## src/rtl/mulk_pkg.sv

```systemverilog
`timescale 1ns/1ps
package mulk_pkg;
  // Value of one table entry: nibble index times coefficient.
  function automatic int unsigned part_product(input int unsigned idx, input int unsigned coef);
    return idx * coef;
  endfunction

  // Mask a coefficient to its declared width.
  function automatic int unsigned fit_coef(input int unsigned coef, input int unsigned width);
    return coef & ((32'd1 << width) - 32'd1);
  endfunction
endpackage

```

## src/rtl/mulk_nibble_table.sv

```systemverilog
`timescale 1ns/1ps
module mulk_nibble_table #(
  parameter int unsigned NIB_W  = 4,
  parameter int unsigned COEF_W = 8,
  parameter int unsigned COEF   = 173
) (
  input  logic [NIB_W-1:0]        addr,
  output logic [NIB_W+COEF_W-1:0] entry
);
  localparam int unsigned DEPTH   = 1 << NIB_W;
  localparam int unsigned ENTRY_W = NIB_W + COEF_W;
  localparam int unsigned COEF_M  = mulk_pkg::fit_coef(COEF, COEF_W);

  logic [ENTRY_W-1:0] table_q [DEPTH];

  for (genvar g = 0; g < DEPTH; g++) begin : g_entry
    assign table_q[g] = ENTRY_W'(mulk_pkg::part_product(g, COEF_M));
  end

  assign entry = table_q[addr];
endmodule

```

## src/rtl/mulk_shift_add.sv

```systemverilog
`timescale 1ns/1ps
module mulk_shift_add #(
  parameter int unsigned NIB_W   = 4,
  parameter int unsigned ENTRY_W = 12
) (
  input  logic [ENTRY_W-1:0]       hi_entry,
  input  logic [ENTRY_W-1:0]       lo_entry,
  output logic [ENTRY_W+NIB_W-1:0] product,
  output logic                     adder_carry
);
  logic [ENTRY_W:0]   upper_sum;
  logic [ENTRY_W-1:0] lo_aligned;
  logic [NIB_W-1:0]   pass_bits;

  assign lo_aligned  = lo_entry >> NIB_W;
  assign upper_sum   = {1'b0, hi_entry} + {1'b0, lo_aligned};
  assign pass_bits   = lo_entry[NIB_W-1:0];
  assign adder_carry = upper_sum[ENTRY_W];
  assign product     = {upper_sum[ENTRY_W-1:0], pass_bits};
endmodule

```

## src/rtl/nibble_const_mult.sv

```systemverilog
`timescale 1ns/1ps
module nibble_const_mult #(
  parameter int unsigned DATA_W  = 8,
  parameter int unsigned COEF_W  = 8,
  parameter int unsigned COEF    = 173,
  parameter bit          REG_OUT = 1'b1
) (
  input  logic                     clk,
  input  logic                     rst_n,
  input  logic                     in_valid,
  input  logic [DATA_W-1:0]        in_sample,
  output logic                     out_valid,
  output logic [DATA_W+COEF_W-1:0] out_product
);
  localparam int unsigned NIB_W   = DATA_W / 2;
  localparam int unsigned ENTRY_W = NIB_W + COEF_W;
  localparam int unsigned PROD_W  = DATA_W + COEF_W;
  localparam int unsigned COEF_M  = mulk_pkg::fit_coef(COEF, COEF_W);

  logic [ENTRY_W-1:0] hi_entry, lo_entry;
  logic [PROD_W-1:0]  raw_product;
  logic               adder_carry;
  logic [PROD_W-1:0]  mult_ref;
  logic [NIB_W-1:0]   low_ref;

  mulk_nibble_table #(.NIB_W(NIB_W), .COEF_W(COEF_W), .COEF(COEF_M)) u_hi_tab (
    .addr(in_sample[DATA_W-1:NIB_W]), .entry(hi_entry));

  mulk_nibble_table #(.NIB_W(NIB_W), .COEF_W(COEF_W), .COEF(COEF_M)) u_lo_tab (
    .addr(in_sample[NIB_W-1:0]), .entry(lo_entry));

  mulk_shift_add #(.NIB_W(NIB_W), .ENTRY_W(ENTRY_W)) u_comb (
    .hi_entry(hi_entry), .lo_entry(lo_entry),
    .product(raw_product), .adder_carry(adder_carry));

  // Independent references used only by the checks below.
  assign mult_ref = PROD_W'(in_sample * COEF_M);
  assign low_ref  = NIB_W'(in_sample[NIB_W-1:0] * COEF_M);


  table_product_chk: assert property (@(posedge clk) disable iff (!rst_n)
    raw_product == mult_ref);


  low_bits_chk: assert property (@(posedge clk) disable iff (!rst_n)
    raw_product[NIB_W-1:0] == low_ref);


  no_overflow_chk: assert property (@(posedge clk) disable iff (!rst_n)
    !adder_carry);

  if (REG_OUT) begin : g_reg
    always_ff @(posedge clk) begin
      if (!rst_n) begin
        out_valid   <= 1'b0;
        out_product <= '0;
      end else begin
        out_valid <= in_valid;
        if (in_valid) out_product <= raw_product;
      end
    end


    valid_follow_chk: assert property (@(posedge clk) disable iff (!rst_n)
      out_valid == $past(in_valid));


    reg_data_chk: assert property (@(posedge clk) disable iff (!rst_n)
      $past(in_valid) |-> out_product == $past(mult_ref));


    hold_chk: assert property (@(posedge clk) disable iff (!rst_n)
      !$past(in_valid) |-> $stable(out_product));
  end else begin : g_comb
    assign out_valid   = in_valid;
    assign out_product = raw_product;


    comb_pass_chk: assert property (@(posedge clk) disable iff (!rst_n)
      (out_valid == in_valid) && (out_product == mult_ref));
  end
endmodule

```

## config.mk

```make
export PLATFORM = sky130hd
export DESIGN_NAME = nibble_const_mult
export DESIGN_NICKNAME = d
export VERILOG_FILES = /design/src/rtl/mulk_pkg.sv /design/src/rtl/mulk_nibble_table.sv /design/src/rtl/mulk_shift_add.sv /design/src/rtl/nibble_const_mult.sv
export SDC_FILE = /design/constraint.sdc
export NUM_CORES = 1
export LEC_CHECK = 0
export ABC_CLOCK_PERIOD_IN_PS = 9600
export CORE_MARGIN = 10
export CORE_UTILIZATION = 50
export DETAILED_ROUTE_END_ITERATION = 10
export DONT_BUFFER_PORTS = 1
export GPL_ROUTABILITY_DRIVEN = 0
export HOLD_SLACK_MARGIN = 0.02
export MAX_ROUTING_LAYER = met4
export SETUP_SLACK_MARGIN = 0.02
export SLEW_MARGIN = 20
export SYNTH_ARGS = -nofsm -noshare
export SYNTH_HDL_FRONTEND = slang
export SYNTH_SLANG_ARGS = --single-unit
```

## constraint.sdc

```tcl
create_clock -name clk -period 9.6 [get_ports clk]
set_input_delay 2.4 -clock clk [delete_from_list [all_inputs] [get_ports clk]]
set_output_delay 2.4 -clock clk [all_outputs]
set_load 0.03 [all_outputs]
```

==> out/results.ini <==
[clocking]
cts_tree=yes
cts_buffer_depth=2
cts_made_buffers=3
clock-sinks=17
post_cts_buffers=0
ctsHoldBuffers=0
htree_levels=1
clk_pin_slew_worst_paths_ps=100
cts_resized=0
cts_root_buf=clkbuf_4
clock_latency_ps=280

[place]
place_ws_ps=4610
hpwl_um=2830
portBuffers=0

[flow_run]
drv_cap=0

[synth]
synth_enable_flop_cells=0
synth_cell_types=36
synth_ff_type=dfxtp_1
syn_area_sq_mm=0.00161
ys_seq_area_share_pct=21.1
ys_ff_latch=17
async_flop_share_pct=0
ys.warnings.count=0
syn-num-nets=230
syn_avg_cell_area_sq_um=8.14
syn_inst=198

[global_route]
grt_first_pass_wirelength_um=5880
grt_max_degree=23
overflow=0
antenna_found_initial=0
grt_pass1_vias=1190
track_usage_pct=11.9

[floorplanning]
die_w_um=76.8
die_h_um=76.8
die_area_sq_mm=0.00589
pin_count=28
initial_core_util_pct=52.4
num_rows=20
core_sq_mm=0.00308

[detailed_routing]
wirelength_um=3410
drt_iter0_drc=83
avgRoutedWirePerCell_um=14.5
drtAntennaViolNets=0
first_pass_iters=4
drc=0
vias_per_cell=5.55
vias=1309

[timing]
timing.final.ws_setup_ps=4890
finalCriticalPeriod_ps=4710
tns_ps=0
rsz0062_at_grt=no
fin_crit_sh_pct=49.0
slew_viol_final=0
max_slew.worst_pin.slew_ps=372
setup_viol=0
finClkSkew_ps=0
finalHoldViolCount=0
slew_headroom_pct=74.9
max_freq_mhz=212

[layout]
nNetsFinal=225
diodes=0
layout_common_cells=22 x nor2_1, 20 x ha_1, 17 x inv_1, 17 x dfxtp_1, 15 x nand2_1
layout_commonest_cell=nor2_1
n_fill_cell=306
area_delta_synth_final_pct=1.01
drive_gt1_share_pct=5.21

[worst_setup_path]
end_kind=flip-flop
cpMostUsedCell=inv_1
slowest_delay_ps=450
start_kind=input port
critPathMaxFanout=6
crit_chain=inv_1, ha_1, inv_1, mux4_2, ha_1, inv_1, fa_1, nor2b_1, o2111ai_1, nand3_1, or3_1, a31oi_1
worstPathArrival_ps=4920
cp.required_ps=9820
slowest_stage=mux4_2
crit_type=in2reg

[run_status]
status=finished, final reports clean

[power_and_ir_drop]
power_leakage_nw=0.748
peakVddDrop_v=0.0000429
power.density_mw_per_mm2=133
total_power_w=0.000216

[min_path]
hold_path_class=reg2reg

[stage by stage]
step / utilization, % / cell area (sq um) / hold WS, ps / cells
2_1_floorplan: - / 1610 / 585 / 198
3_3_place_gp: 52.0 / 1600 / 610 / 232
3_5_place_dp: 52.0 / 1600 / 615 / 232
4_1_cts: 52.9 / 1630 / 631 / 236
5_1_grt: 52.9 / 1630 / 661 / 236
6_report: 52.9 / 1630 / 631 / 236
[worst max-delay path, delay by kind of cell]
kind	cells	cell delay [ps]
buffers and inverters	3	210
AND/OR/NAND/NOR	3	580
adder cells (fa/ha/maj)	3	790
multiplexers	1	450
AO/OA/AOI/OAI	2	480
[where the power goes]
part           total [W]  switching (W)  internal (W)  leakage (nW)
Clock          0.0000374      0.0000213     0.0000161        0.0150
Sequential      0.000100      0.0000214     0.0000786         0.141
Combinational  0.0000783      0.0000411     0.0000372         0.593
Total           0.000216      0.0000838      0.000132         0.748
[synth_stat cells, types with 4 or more instances]
library cell / instances / area share [%]
nor2_1: 22 / 5.1
ha_1: 20 / 16
dfxtp_1: 17 / 21
inv_1: 17 / 4.0
nand2_1: 15 / 3.5
a21oi_1: 13 / 4.0
o21ai_0: 13 / 4.0
mux2i_1: 12 / 7.5
a31oi_1: 8 / 3.1
xnor2_1: 5 / 2.7
clkbuf_1: 4 / 0.93
mux4_2: 4 / 5.6
nand3_1: 4 / 1.2
nand3b_1: 4 / 1.9
o211ai_1: 4 / 1.9
o21a_1: 4 / 1.9
[logic make-up (layout without fill, tap and decap cells)]
logic type / Yosys count / count (layout) / synth area share [%]
buf+inv: 27 / 21 / 8.00
mux: 16 / 16 / 13.0
xor+xnor: 8 / 8 / 4.35
simple gates: 57 / 57 / 16.9
compound gates: 52 / 52 / 19.8
flops: 17 / 17 / 21.1
fa+ha+maj: 21 / 21 / 16.8
[area by class of cell]
type	count	area (sq um)	area share, %
Multi-Input combinational cell	154	1140	70.2
Sequential cell	17	340	20.9
Inverter	17	63.8	3.92
Tap cell	44	55.1	3.38
Clock buffer	4	26.3	1.61
[metal layers]
metal  wire, um  track usage, %  part of all wire [%]
met1       1660            14.7                    49
met2       1470            18.2                    43
met3        265            3.85                   7.8
met4         17            3.35                  0.50
met5          0               -                     0
[registers in the layout, summed over array words and instances (netlist names)]
name         count
out_valid        1
out_product     16
[worst paths after layout]
path | startpoint | end | slack (ps) | cells after the start
max | in_sample[0] | out_product[12]$_SDFFE_PN0P_ | 4890 | 12
min | out_product[8]$_SDFFE_PN0P_ | out_product[8]$_SDFFE_PN0P_ | 630 | 2
max reg2reg | out_product[12]$_SDFFE_PN0P_ | out_product[12]$_SDFFE_PN0P_ | 8590 | 3
min reg2reg | out_product[8]$_SDFFE_PN0P_ | out_product[8]$_SDFFE_PN0P_ | 630 | 2
Note: power is estimated with default switching activity, not from simulation.
